File: src/rtl/pidr_pkg.sv
package pidr_pkg;
  localparam int PIDR_PID_W  = 13;
  localparam int PIDR_SLOT_W = 3;
  localparam int PIDR_HDR    = 4;
  localparam logic [7:0] PIDR_SYNC = 8'h47;

  typedef struct packed {
    logic                   hit;
    logic                   ecm;
    logic                   enc;
    logic [PIDR_SLOT_W-1:0] slot;
  } pidr_tag_t;
endpackage

File: src/rtl/pidr_slot_table.sv
module pidr_slot_table #(
  parameter int NSLOT  = 8,
  parameter int PID_W  = 13,
  parameter int ADDR_W = 4
) (
  input  logic                        clk,
  input  logic                        rst_n,
  input  logic                        cfg_we,
  input  logic [ADDR_W-1:0]           cfg_addr,
  input  logic [PID_W:0]              cfg_wdata,
  output logic [NSLOT-1:0][PID_W-1:0] slot_pid,
  output logic [NSLOT-1:0]            slot_en,
  output logic                        force_enc
);
  logic [NSLOT-1:0][PID_W-1:0] pid_d;
  logic [NSLOT-1:0]            en_d;
  logic                        force_d;

  always_comb begin
    pid_d   = slot_pid;
    en_d    = slot_en;
    force_d = force_enc;
    if (cfg_we) begin
      for (int i = 0; i < NSLOT; i++) begin
        if (cfg_addr == ADDR_W'(i)) begin
          pid_d[i] = cfg_wdata[PID_W-1:0];
          en_d[i]  = cfg_wdata[PID_W];
        end
      end
      if (cfg_addr == ADDR_W'(NSLOT)) force_d = cfg_wdata[0];
    end
  end

  always_ff @(posedge clk or negedge rst_n) begin
    if (!rst_n) begin
      slot_pid  <= '0;
      slot_en   <= '0;
      force_enc <= 1'b0;
    end else begin
      slot_pid  <= pid_d;
      slot_en   <= en_d;
      force_enc <= force_d;
    end
  end
endmodule

File: src/rtl/pidr_match.sv
module pidr_match
  import pidr_pkg::*;
#(
  parameter int NSLOT = 8,
  parameter int NSVC  = 6,
  parameter int PID_W = 13
) (
  input  logic [PID_W-1:0]            pid,
  input  logic [1:0]                  scr,
  input  logic                        force_enc,
  input  logic [NSLOT-1:0][PID_W-1:0] slot_pid,
  input  logic [NSLOT-1:0]            slot_en,
  output pidr_tag_t                   tag
);
  logic [NSLOT-1:0] hit_vec;

  for (genvar g = 0; g < NSLOT; g++) begin : g_cmp
    assign hit_vec[g] = slot_en[g] && (slot_pid[g] == pid);
  end

  // lowest index overrides, so it is applied last
  always_comb begin
    tag = '0;
    for (int i = NSLOT - 1; i >= 0; i--) begin
      if (hit_vec[i]) begin
        tag.hit  = 1'b1;
        tag.slot = PIDR_SLOT_W'(i);
        tag.ecm  = (i >= NSVC);
        tag.enc  = (i < NSVC) && (force_enc || (scr != 2'b00));
      end
    end
  end
endmodule

File: src/rtl/pidr_hdr_parse.sv
module pidr_hdr_parse
  import pidr_pkg::*;
#(
  parameter int PKT_LEN = 188,
  parameter int PID_W   = 13
) (
  input  logic             clk,
  input  logic             rst_n,
  input  logic             in_valid,
  input  logic             in_sop,
  input  logic [7:0]       in_data,
  input  pidr_tag_t        tag_in,
  output logic [PID_W-1:0] pid,
  output pidr_tag_t        tag_q,
  output logic             fwd_v,
  output logic             fwd_sop,
  output logic             sync_err
);
  localparam int CNT_W = $clog2(PKT_LEN);

  logic             act_q, act_d, drop_q, drop_d, serr_d;
  logic [CNT_W-1:0] cnt_q, cnt_d;
  logic [4:0]       h1_q, h1_d;
  logic [7:0]       h2_q, h2_d;
  pidr_tag_t        tag_d;
  logic             start, sync_ok, body;

  assign start   = in_valid && in_sop;
  assign sync_ok = (in_data == PIDR_SYNC);
  assign body    = in_valid && !in_sop && act_q;
  assign pid     = {h1_q, h2_q};
  assign fwd_v   = start ? sync_ok : (body && !drop_q);
  assign fwd_sop = start && sync_ok;

  always_comb begin
    act_d  = act_q;
    cnt_d  = cnt_q;
    drop_d = drop_q;
    h1_d   = h1_q;
    h2_d   = h2_q;
    tag_d  = tag_q;
    serr_d = start && !sync_ok;
    if (start) begin
      act_d  = 1'b1;
      cnt_d  = CNT_W'(1);
      drop_d = !sync_ok;
    end else if (body) begin
      if (cnt_q == CNT_W'(PKT_LEN - 1)) act_d = 1'b0;
      else                              cnt_d = cnt_q + CNT_W'(1);
      if (cnt_q == CNT_W'(1)) h1_d = in_data[4:0];
      if (cnt_q == CNT_W'(2)) h2_d = in_data;
      if (cnt_q == CNT_W'(PIDR_HDR - 1) && !drop_q) tag_d = tag_in;
    end
  end

  always_ff @(posedge clk or negedge rst_n) begin
    if (!rst_n) begin
      act_q    <= 1'b0;
      cnt_q    <= '0;
      drop_q   <= 1'b0;
      h1_q     <= '0;
      h2_q     <= '0;
      tag_q    <= '0;
      sync_err <= 1'b0;
    end else begin
      act_q    <= act_d;
      cnt_q    <= cnt_d;
      drop_q   <= drop_d;
      h1_q     <= h1_d;
      h2_q     <= h2_d;
      tag_q    <= tag_d;
      sync_err <= serr_d;
    end
  end

  p_cnt_range_r2: assert property (@(posedge clk) disable iff (!rst_n)
    act_q |-> (cnt_q < CNT_W'(PKT_LEN)));
  p_serr_cause_r7: assert property (@(posedge clk) disable iff (!rst_n)
    sync_err |-> $past(in_valid && in_sop && in_data != PIDR_SYNC));
  p_enc_svc_r4: assert property (@(posedge clk) disable iff (!rst_n)
    tag_q.enc |-> (tag_q.hit && !tag_q.ecm));
endmodule

File: src/rtl/pidr_delay.sv
module pidr_delay #(
  parameter int W     = 10,
  parameter int DEPTH = 4
) (
  input  logic         clk,
  input  logic         rst_n,
  input  logic [W-1:0] din,
  output logic [W-1:0] dout
);
  logic [DEPTH-1:0][W-1:0] stg;

  for (genvar g = 0; g < DEPTH; g++) begin : g_stg
    logic [W-1:0] nxt;
    if (g == 0) begin : g_first
      assign nxt = din;
    end else begin : g_next
      assign nxt = stg[g-1];
    end
    always_ff @(posedge clk or negedge rst_n) begin
      if (!rst_n) stg[g] <= '0;
      else        stg[g] <= nxt;
    end
  end

  assign dout = stg[DEPTH-1];
endmodule

File: src/rtl/pid_router.sv
module pid_router
  import pidr_pkg::*;
#(
  parameter int PKT_LEN = 188,
  parameter int NSVC    = 6,
  parameter int NECM    = 2
) (
  input  logic        clk,
  input  logic        rst_n,
  input  logic        in_valid,
  input  logic        in_sop,
  input  logic [7:0]  in_data,
  input  logic        cfg_we,
  input  logic [3:0]  cfg_addr,
  input  logic [13:0] cfg_wdata,
  output logic        out_valid,
  output logic        out_sop,
  output logic [7:0]  out_data,
  output logic        out_hit,
  output logic [2:0]  out_slot,
  output logic        out_enc,
  output logic        ecm_valid,
  output logic        ecm_sop,
  output logic [7:0]  ecm_data,
  output logic [0:0]  ecm_slot,
  output logic        sync_err
);
  localparam int NSLOT  = NSVC + NECM;
  localparam int ADDR_W = $clog2(NSLOT + 1);
  localparam int ECM_W  = (NECM > 1) ? $clog2(NECM) : 1;
  localparam int DW     = 10;

  logic [NSLOT-1:0][PIDR_PID_W-1:0] slot_pid;
  logic [NSLOT-1:0]                 slot_en;
  logic                             force_enc;
  logic [PIDR_PID_W-1:0]            pid;
  pidr_tag_t                        tag_new, tag_q;
  logic                             fwd_v, fwd_sop;
  logic [DW-1:0]                    d_in, d_out;
  logic                             dv, dsop;
  logic [7:0]                       dbyte;

  pidr_slot_table #(.NSLOT(NSLOT), .PID_W(PIDR_PID_W), .ADDR_W(ADDR_W)) u_table (
    .clk(clk), .rst_n(rst_n), .cfg_we(cfg_we), .cfg_addr(cfg_addr[ADDR_W-1:0]),
    .cfg_wdata(cfg_wdata), .slot_pid(slot_pid), .slot_en(slot_en), .force_enc(force_enc));

  pidr_match #(.NSLOT(NSLOT), .NSVC(NSVC), .PID_W(PIDR_PID_W)) u_match (
    .pid(pid), .scr(in_data[7:6]), .force_enc(force_enc),
    .slot_pid(slot_pid), .slot_en(slot_en), .tag(tag_new));

  pidr_hdr_parse #(.PKT_LEN(PKT_LEN), .PID_W(PIDR_PID_W)) u_parse (
    .clk(clk), .rst_n(rst_n), .in_valid(in_valid), .in_sop(in_sop), .in_data(in_data),
    .tag_in(tag_new), .pid(pid), .tag_q(tag_q), .fwd_v(fwd_v), .fwd_sop(fwd_sop),
    .sync_err(sync_err));

  assign d_in = {fwd_v, fwd_sop, in_data};

  pidr_delay #(.W(DW), .DEPTH(PIDR_HDR)) u_delay (
    .clk(clk), .rst_n(rst_n), .din(d_in), .dout(d_out));

  assign {dv, dsop, dbyte} = d_out;

  assign out_valid = dv && !tag_q.ecm;
  assign out_sop   = dsop && !tag_q.ecm;
  assign out_data  = dbyte;
  assign out_hit   = tag_q.hit;
  assign out_slot  = tag_q.slot;
  assign out_enc   = tag_q.enc;
  assign ecm_valid = dv && tag_q.ecm;
  assign ecm_sop   = dsop && tag_q.ecm;
  assign ecm_data  = dbyte;
  assign ecm_slot  = ECM_W'(tag_q.slot - PIDR_SLOT_W'(NSVC));

  p_port_excl_r6: assert property (@(posedge clk) disable iff (!rst_n)
    !(out_valid && ecm_valid));
  p_sop_lat_r2: assert property (@(posedge clk) disable iff (!rst_n)
    out_sop |-> ($past(in_sop, 4) && $past(in_data, 4) == PIDR_SYNC));
  p_tag_hold_r9: assert property (@(posedge clk) disable iff (!rst_n)
    (out_valid && !out_sop && $past(out_valid)) |-> $stable({out_hit, out_slot, out_enc}));
endmodule

File: config.mk
export PLATFORM = sky130hd
export DESIGN_NAME = pid_router
export DESIGN_NICKNAME = d
export VERILOG_FILES = /design/src/rtl/pidr_pkg.sv /design/src/rtl/pidr_slot_table.sv /design/src/rtl/pidr_match.sv /design/src/rtl/pidr_hdr_parse.sv /design/src/rtl/pidr_delay.sv /design/src/rtl/pid_router.sv
export SDC_FILE = /design/constraint.sdc
export NUM_CORES = 1
export LEC_CHECK = 0
export BUFFER_PORTS_ARGS = -buffer_cell sky130_fd_sc_hd__buf_2
export CELL_PAD_IN_SITES_DETAIL_PLACEMENT = 1
export CELL_PAD_IN_SITES_GLOBAL_PLACEMENT = 2
export CORE_MARGIN = 3
export CORE_UTILIZATION = 38
export DETAILED_ROUTE_END_ITERATION = 12
export PLACE_DENSITY_LB_ADDON = 0.1
export SLEW_MARGIN = 20
export SYNTH_ARGS = -nofsm -noshare
export SYNTH_HDL_FRONTEND = slang
export SYNTH_SLANG_ARGS = --single-unit
File: constraint.sdc
create_clock -name clk -period 2.4 [get_ports clk]
set_input_delay 0.48 -clock clk [delete_from_list [all_inputs] [get_ports clk]]
set_output_delay 0.48 -clock clk [all_outputs]
set_load 0.01 [all_outputs]
==> results.cfg, run 1 <==
[detailed_routing]
drtIter0Drc = 188
viasPerCell = 5.07
wl_um = 19600
route.vias.total = 4771
dr.pass1.iters = 4
ant_nets = 0
wl_per_cell_um = 20.8
drc = 0

[cts]
cts_tree = yes
clock-root-buffer = clkbuf_16
cts_inserted_buffers = 17
cts.htree.levels = 4
clock-sinks = 183
clk_pin_slew_worst_paths_ns = 0.08
clk_path_buf_depth = 2
insertion_delay_ns = 0.44

[synth]
synth_fa_ha_area_frac = 0.00471
ys_ff_latch = 183
synthDistinctLibCells = 38
yosysWarningCount = 0
synth_mux_area_frac = 0.179
synth_simple_gate_area_frac = 0.0786
synth.largest_area_cell = dfrtp_1
synth_top_family_by_area = multiplexers
syn_area_mm2 = 0.00798
netlist_top_cells_area = dfrtp_1 (57%), mux2_2 (18%), xnor2_1 (11%)
synth_edf_count = 0
syn_avg_cell_area_um2 = 13.4
synthXorXnorAreaFrac = 0.119
synthesis.nets = 631
synthFlopType = dfrtp_1
synth_compound_area_frac = 0.0136
syn_inst = 597
yosysSeqAreaShare = 0.574
synth_top_cell_area_share = 0.574
async_flop_share = 1.00

[global_routing]
grt_use_total = 0.182
grt_max_degree = 62
antenna_found_initial = 0
grt_pass1_wl_um = 30800
globalRouteOverflowTotal = 0
grt_pass1_vias = 5153

[power]
ir_drop_v = 0.000469
p_total_mw = 9.86
power.density_mw_per_mm2 = 1060
p_leak_nw = 3.94

[cells_and_area]
layout_commonest_cell = dfrtp_1
n_antenna_cell = 0
fin_util = 0.456
instances_no_fill = 941
syn2layout_area_growth_pct = 16.8
layout_common_cells = dfrtp_1 (173), mux2_2 (126), xnor2_1 (104)
drive_gt1_frac = 0.393
layout.nets = 692

[setup_path]
path_max_fanout = 4
worst_setup_path_start_kind = flop
ff2ff_setup_slack_ns = 0.12
critPathKind = flop to flop
end_kind = flop
required_ns = 2.77
cp.arrival_ns = 2.65

[timing]
fin_skew_ns = 0.00855
period_share = 0.952
finalWorstSetupSlack_ns = 0.115
fin_crit_ns = 2.28
worst_pin_slew_ns = 0.797
setup_viol = 0
max_slew_margin = 0.468
tns_ns = 0
hold_violations = 0
rsz0062_at_grt = no
timing.fmax_mhz = 438
slew_violations = 0

[place]
portBuffers = 57
dp.cells = 908
dp_hpwl_um = 13800
dpl_worst_slack_ns = 0.0397
gp_congestion = 0.794

[floorplanning]
initial_core_util = 0.390
die_h_um = 151
die_area_mm2 = 0.0228
rows = 52
die_w_um = 151
num_io_pins = 58
core_mm2 = 0.0204

[flow_run]
maxCapViolCount = 0

[outcome]
status = finished clean

[hold_path]
hold_class = input pin to async pin
-- power breakdown --
part	total, mW	leakage (nW)	internal, mW	switching, mW
sequential	4.51	2.24	3.68	0.829
clock	3.01	0.311	1.48	1.53
combinational	2.34	1.39	1.37	0.968
-- synth_stat cells, types with 4 or more instances --
| cell | instances |
|---|---|
| buf_4 | 19 |
| nand2_1 | 23 |
| nand3b_1 | 4 |
| xnor2_1 | 104 |
| xor2_1 | 4 |
| nor2_1 | 14 |
| nand4_1 | 29 |
| a21oi_1 | 4 |
| mux2_2 | 126 |
| nor4_1 | 12 |
| o21ai_0 | 4 |
| or3_1 | 4 |
| dfrtp_1 | 183 |
| and2_1 | 5 |
| clkbuf_1 | 24 |
-- logic make-up after synthesis --
logic type | Yosys count
XOR/XNOR | 108
buffers and inverters | 47
AND/OR/NAND/NOR | 112
adder cells (fa/ha/maj) | 3
multiplexers | 127
AO/OA/AOI/OAI | 17
flip-flops | 183
-- registers in the layout (all words and copies together), names as in the netlist --
signal	count
u_delay.dout	10
u_delay.g_stg.nxt	30
u_parse.act_q	1
u_parse.cnt_q	8
u_parse.drop_q	1
u_parse.h1_q	5
u_parse.h2_q	8
u_parse.sync_err	1
u_parse.tag_q	6
u_table.force_enc	1
u_table.slot_en	8
u_table.slot_pid	104
-- layer usage --
| metal | global-route usage | routed length, um | share of wire |
|---|---|---|---|
| met5 | 0 | 0 | 0 |
| met4 | 0.0580 | 322 | 0.016 |
| met3 | 0.0365 | 658 | 0.034 |
| met2 | 0.290 | 9290 | 0.47 |
| met1 | 0.252 | 9320 | 0.48 |
-- final timing paths --
path | startpoint | end | depth (start not counted)
worst max-delay path | u_parse.cnt_q[3]$_DFFE_PN0P_ | u_parse.tag_q[1]$_DFFE_PN0P_ | 5
worst min-delay path | rst_n | u_table.slot_pid[80]$_DFFE_PN0P_ | 1
worst max register to register | u_parse.cnt_q[3]$_DFFE_PN0P_ | u_parse.tag_q[1]$_DFFE_PN0P_ | 5
worst min register to register | u_delay.g_stg[2].nxt[2]$_DFF_PN0_ | u_delay.g_stg[3].nxt[2]$_DFF_PN0_ | 0
max in group asynchronous | rst_n | u_parse.h2_q[0]$_DFFE_PN0P_ | 2
min in group clk | in_data[7] | u_delay.g_stg[1].nxt[7]$_DFF_PN0_ | 1
-- metrics by stage --
stage	hold WS, ns	cell area [um^2]
finish	0.00646	9310
global route	0.0304	9310
CTS	0.0176	9270
detailed placement	0.336	8620
global placement	0.331	8620
floorplan	0.184	7980
-- cell type report --
class                      instances  area, um^2
clock inverter                    15         229
clock buffer                      17         425
timing repair buffer              86         537
multi-input combinational        367        3180
fill                            2128       11100
tap                              270         338
sequential                       183        4590
inverter                           3        11.3
-- worst max-delay path, stage by stage (launching register included) --
cell,delay [ns]
dfrtp_1,0.39
or4_4,0.53
or3_4,0.34
or4_4,0.45
or3_1,0.38
o21ai_1,0.11
-- what timing repair did --
action / CTS / global route
endpoints found under the setup margin: 0 / 8
hold buffers: 0 / 0
gates resized for setup: 0 / 14
buffers inserted: 0 / 1
Note: power is estimated with default switching activity, not from simulation.
==> inputs of run 2 (changes only) <==
--- a/config.mk
+++ b/config.mk
@@ -8,11 +8,12 @@
 export BUFFER_PORTS_ARGS = -buffer_cell sky130_fd_sc_hd__buf_2
 export CELL_PAD_IN_SITES_DETAIL_PLACEMENT = 1
 export CELL_PAD_IN_SITES_GLOBAL_PLACEMENT = 2
+export CORE_ASPECT_RATIO = 1.2
 export CORE_MARGIN = 3
 export CORE_UTILIZATION = 38
 export DETAILED_ROUTE_END_ITERATION = 12
 export PLACE_DENSITY_LB_ADDON = 0.1
-export SLEW_MARGIN = 20
+export REMOVE_ABC_BUFFERS = 1
 export SYNTH_ARGS = -nofsm -noshare
 export SYNTH_HDL_FRONTEND = slang
 export SYNTH_SLANG_ARGS = --single-unit
==> run 2 against run 1 <==
Effect of this change:
- hold slack better by 0.0037 ns
- via count is 0.46% higher
- clock-buffer cell count stayed put
- die area hardly changed
- final area is 0.11% lower
- sequential power hardly changed
- core utilization is 0.14 points lower
- register-to-register slack worse by 0.02 ns
- total power is 0.70% lower
- worst setup slack worse by 0.022 ns
- clock power is 5% lower
- cell count is 0.11% lower
- highest routed layer unchanged
==> results.cfg, run 2 (synthesis gave the netlist of run 1 again) <==
[outcome]
status = finished clean

[power]
p_total_mw = 9.79
power.density_mw_per_mm2 = 1050
ir_drop_v = 0.000544
p_leak_nw = 3.96

[setup_path]
required_ns = 2.77
end_kind = flop
worst_setup_path_start_kind = flop
ff2ff_setup_slack_ns = 0.09
r2r_cells = 5
r2r_end = u_parse.tag_q[1]$_DFFE_PN0P_
path_max_fanout = 4
critPathKind = flop to flop
rr_startpoint = u_parse.cnt_q[3]$_DFFE_PN0P_
cp.arrival_ns = 2.68

[timing]
max_slew_margin = 0.428
timing.fmax_mhz = 434
setup_viol = 0
slew_violations = 0
period_share = 0.961
tns_ns = 0
rsz0062_at_grt = no
fin_skew_ns = 0.0154
worst_pin_slew_ns = 0.859
fin_crit_ns = 2.31
hold_violations = 0

[detailed_routing]
ant_nets = 0
wl_per_cell_um = 21.6
wl_um = 20300
drtIter0Drc = 172
route.vias.total = 4793
viasPerCell = 5.10
drc = 0
dr.pass1.iters = 4

[place]
portBuffers = 57
placedInstanceArea_mm2 = 0.00865
dp_hpwl_um = 14200
gp_congestion = 0.776

[cells_and_area]
layout_common_cells = dfrtp_1 (176), mux2_2 (126), xnor2_1 (104)
syn2layout_area_growth_pct = 16.6
drive_gt1_frac = 0.391
fill_cells = 2076
regArea_mm2 = 0.00459
fin_util = 0.454
top_register = u_table.slot_pid
largest_reg_flops = 104
n_antenna_cell = 0
multi_input_area_mm2 = 0.00317
final_area_mm2 = 0.00930
layout.nets = 696
layout_commonest_cell = dfrtp_1

[floorplanning]
die_area_mm2 = 0.0228
num_io_pins = 58
die_h_um = 165
initial_core_util = 0.390
die_w_um = 138
core_mm2 = 0.0205
rows = 57

[cts]
clock-root-buffer = clkbuf_16
clock-sinks = 183
cts_tree = yes
cts_inserted_buffers = 17
insertion_delay_ns = 0.44
clk_pin_slew_worst_paths_ns = 0.08
cts.htree.levels = 4
clk_path_buf_depth = 2

[global_routing]
grt_pass1_wl_um = 31800
grt_max_degree = 53
antenna_found_initial = 0
globalRouteOverflowTotal = 0
grt_pass1_vias = 5318
grt_use_total = 0.186

[flow_run]
maxCapViolCount = 0

[hold_path]
hold_class = input pin to async pin
-- run 2: cell count changes in the layout (fill, tap and decap cells not counted), sizes merged --
cell,previous run,this run
clkbuf,18,17
buf,85,90
-- run 2: how the worst max path moves through the flow --
stage,to,slack (ns),from,depth (start not counted)
2_1_floorplan,u_table.slot_en[5]$_DFFE_PN0P_,0.06,cfg_addr[3],3
3_3_place_gp,u_parse.tag_q[1]$_DFFE_PN0P_,0.03,u_parse.h2_q[7]$_DFFE_PN0P_,8
3_5_place_dp,u_parse.tag_q[1]$_DFFE_PN0P_,-0.01,u_parse.h2_q[7]$_DFFE_PN0P_,8
4_1_cts,u_parse.tag_q[1]$_DFFE_PN0P_,0.04,u_parse.cnt_q[3]$_DFFE_PN0P_,5
5_1_grt,u_parse.tag_q[1]$_DFFE_PN0P_,0.02,u_parse.cnt_q[3]$_DFFE_PN0P_,5
6_report,u_parse.tag_q[1]$_DFFE_PN0P_,0.09,u_parse.cnt_q[3]$_DFFE_PN0P_,5
-- run 2: stage by stage --
step,setup slack (ns),instances,hold WS [ns]
final,0.0938,940,0.0101
after global routing,0.0200,940,0.0361
after CTS,0.0442,939,0.0145
after detailed placement,-0.0128,907,0.336
after global placement,0.0251,907,0.331
after floorplan,0.0624,553,0.184
-- run 2: area by class of cell --
type                    instances  area share
flip-flops and latches        183       0.493
multi-input cells             367       0.341
repair buffers                 90      0.0620
clock buffers                  17      0.0457
well taps                     265      0.0356
clock inverters                15      0.0209
inverters                       3     0.00121
-- run 2: repair_timing --
action,CTS,global route
pin swaps,0,2
gates resized for setup,4,6
setup buffers,0,1
endpoints found under the setup margin,3,6
hold buffers,0,0
-- run 2: worst max-delay path, stage by stage (launching register included) --
cell,delay [ns]
dfrtp_1,0.39
or4_4,0.54
or3_1,0.34
or4_4,0.45
or3_1,0.38
o21ai_1,0.13
-- run 2: report_power, final --
part           internal [mW]  switching [mW]  leakage [nW]
Clock                   1.44            1.43         0.302
Sequential              3.68           0.809          2.24
Combinational           1.42            1.01          1.41
-- run 2: layer usage --
metal	track usage	up-vias	part of all wire
met4	0.0562	0	0.014
met3	0.0316	20	0.025
met2	0.320	65	0.51
met1	0.244	2527	0.45
li1	-	2181	-
met5	0	-	0
==> inputs of run 3 (changes only) <==
--- a/config.mk
+++ b/config.mk
@@ -5,7 +5,7 @@
 export SDC_FILE = /design/constraint.sdc
 export NUM_CORES = 1
 export LEC_CHECK = 0
-export BUFFER_PORTS_ARGS = -buffer_cell sky130_fd_sc_hd__buf_2
+export BUFFER_PORTS_ARGS = -buffer_cell sky130_fd_sc_hd__buf_4
 export CELL_PAD_IN_SITES_DETAIL_PLACEMENT = 1
 export CELL_PAD_IN_SITES_GLOBAL_PLACEMENT = 2
 export CORE_ASPECT_RATIO = 1.2
==> run 3 against run 2 <==
Effect of this change:
- final area increased by 2.4%
- clock skew decreased by 0.0061 ns
- critical path type unchanged
- sequential cell count unchanged
- first-iteration DRC count increased by 48%
- hold slack improved by 0.17 ns
- global-route usage increased by 0.16 points
- cell count increased by 0.43%
- combinational power increased by 8.2%
- sequential share of layout area decreased by 1.1 points
- critical endpoint is now u_parse.tag_q[0]$_DFFE_PN0P_
==> results.cfg, run 3 (synthesis gave the netlist of run 1 again) <==
[outcome]
status = finished clean

[power]
power_frac_comb = 0.263
power.density_mw_per_mm2 = 1050
switchingPower_mw = 3.19
pwr-share-clk = 0.297
swShare = 0.319
p_leak_nw = 4.03
p_seq_frac = 0.440
ir_drop_v = 0.000516
p_int_mw = 6.81

[timing]
fin_crit_ns = 2.30
max_slew_margin = 0.666
tns_ns = 0
slew_violations = 0
timing.fmax_mhz = 435
hold_violations = 0
setup_viol = 0
fin_skew_ns = 0.00929
rsz0062_at_grt = no
worst_pin_slew_ns = 0.501
period_share = 0.957

[detailed_routing]
drtIter0Drc = 254
wl_um = 20400
wl_per_cell_um = 21.7
dr.pass1.iters = 4
viasPerCell = 5.07
drc = 0
ant_nets = 0
route.vias.total = 4784

[cells_and_area]
n_antenna_cell = 0
drive_gt1_frac = 0.395
layout.nets = 700
layout_commonest_cell = dfrtp_1
layout_common_cells = dfrtp_1 (176), mux2_2 (126), xnor2_1 (104)
syn2layout_area_growth_pct = 19.4
final_area_mm2 = 0.00952
fin_util = 0.465
largest_reg_flops = 104
top_register = u_table.slot_pid

[cts]
clk_path_buf_depth = 2
clock-root-buffer = clkbuf_16
postCtsSetupBuffers = 0
clock-sinks = 183
cts_inserted_buffers = 17
insertion_delay_ns = 0.43
clk_pin_slew_worst_paths_ns = 0.07
cts_tree = yes
cts.htree.levels = 4

[setup_path]
required_ns = 2.72
path_max_fanout = 8
r2r_cells = 8
crit_slowest_cell = dfrtp_1
worst_path_most_repeated_cell = buf_4
critPathTopFamily = simple AND/OR/NAND/NOR gates
cp.arrival_ns = 2.61
path_buf_inv = 2
crit_chain = buf_4 > xnor2_1 > nand4_1 > nor4_1 > buf_4 > nor2b_1 > a211oi_1 > o31a_2
cp_slowest_stage_delay_ns = 0.64
worst_setup_path_start_kind = flop
end_kind = flop
cp.depth = 8
critPathKind = flop to flop

[global_routing]
grt_busiest_layer = met2
grt_use_met1 = 0.249
grt_max_degree = 49
grt_use_total = 0.188
globalRouteOverflowTotal = 0
grt_pass1_wl_um = 32000
grt_pass1_vias = 5279
use_met2 = 0.324
antenna_found_initial = 0
use_met3 = 0.0313

[floorplanning]
die_area_mm2 = 0.0228
rows = 57
die_w_um = 138
core_mm2 = 0.0205
initial_core_util = 0.390
die_h_um = 165
num_io_pins = 58

[place]
dp_hpwl_um = 14100
portBuffers = 57
placedInstanceArea_mm2 = 0.00886
gp_congestion = 0.752

[hold_path]
hold_class = input pin to flop
hold_depth = 1

[flow_run]
maxCapViolCount = 0
## run 3: cell types whose count changed in the layout (fill, tap and decap cells not counted), sizes merged
cell,change
clkinv,-5
clkinvlp,+1
bufinv,+2
buf,+3
dlygate4sd3,+1
inv,+2
## run 3: stage by stage
step | std cells | hold WS, ns | power (mW) | setup slack, ns
after global placement | 911 | 0.332 | 7.00 | 0.0598
final | 944 | 0.180 | 10.0 | 0.103
after floorplan | 553 | 0.184 | 5.96 | 0.0624
after detailed placement | 911 | 0.336 | 7.08 | 0.0552
after global routing | 944 | 0.165 | 10.6 | 0.00780
after CTS | 944 | 0.163 | 10.1 | 0.00872
## run 3: area by class of cell
cell class | count | area [um^2]
Tap cell | 265 | 332
Sequential cell | 183 | 4590
Inverter | 3 | 11.3
Clock inverter | 15 | 200
Timing Repair Buffer | 94 | 787
Fill cell | 2069 | 10900
Multi-Input combinational cell | 367 | 3180
Clock buffer | 17 | 425
## run 3: worst register-to-register path, delay by kind of cell, from the launching register on
family / cells / cell delay (ns)
buffers and inverters: 2 / 0.39
AO/OA/AOI/OAI: 2 / 0.36
XOR/XNOR: 1 / 0.12
flip-flops: 1 / 0.64
AND/OR/NAND/NOR: 3 / 0.66
## run 3: path summary, 6_finish.rpt
kind | start | endpoint | slack [ns]
worst max-delay path | u_parse.h1_q[0]$_DFFE_PN0P_ | u_parse.tag_q[0]$_DFFE_PN0P_ | 0.10
worst min-delay path | in_data[1] | u_delay.g_stg[1].nxt[1]$_DFF_PN0_ | 0.18
worst max register to register | u_parse.h1_q[0]$_DFFE_PN0P_ | u_parse.tag_q[0]$_DFFE_PN0P_ | 0.10
worst min register to register | u_delay.g_stg[3].nxt[4]$_DFF_PN0_ | u_delay.dout[4]$_DFF_PN0_ | 0.35
max in group asynchronous | rst_n | u_parse.h1_q[1]$_DFFE_PN0P_ | 1.17
min in group asynchronous | rst_n | u_table.slot_pid[25]$_DFFE_PN0P_ | 0.57
## run 3: power by group through the flow
| stage | Clock, mW | Combinational (mW) | Sequential [mW] |
|---|---|---|---|
| floorplan | 0 | 1.65 | 4.30 |
| global placement | 0 | 2.58 | 4.42 |
| detailed placement | 0 | 2.63 | 4.45 |
| CTS | 3.06 | 2.65 | 4.39 |
| global route | 3.19 | 2.88 | 4.49 |
| finish | 2.97 | 2.63 | 4.40 |
## run 3: timing repair
item                                   in CTS  in global routing
resized for setup                           0                 11
endpoints found under the hold margin       6                  0
hold buffers                                1                  0
setup endpoints to repair                   0                  6
## run 3: layer usage
metal / vias to the layer above / share of wire
met1: 2532 / 0.46
met5: - / 0
li1: 2178 / -
met4: 0 / 0.010
met3: 16 / 0.021
met2: 58 / 0.51
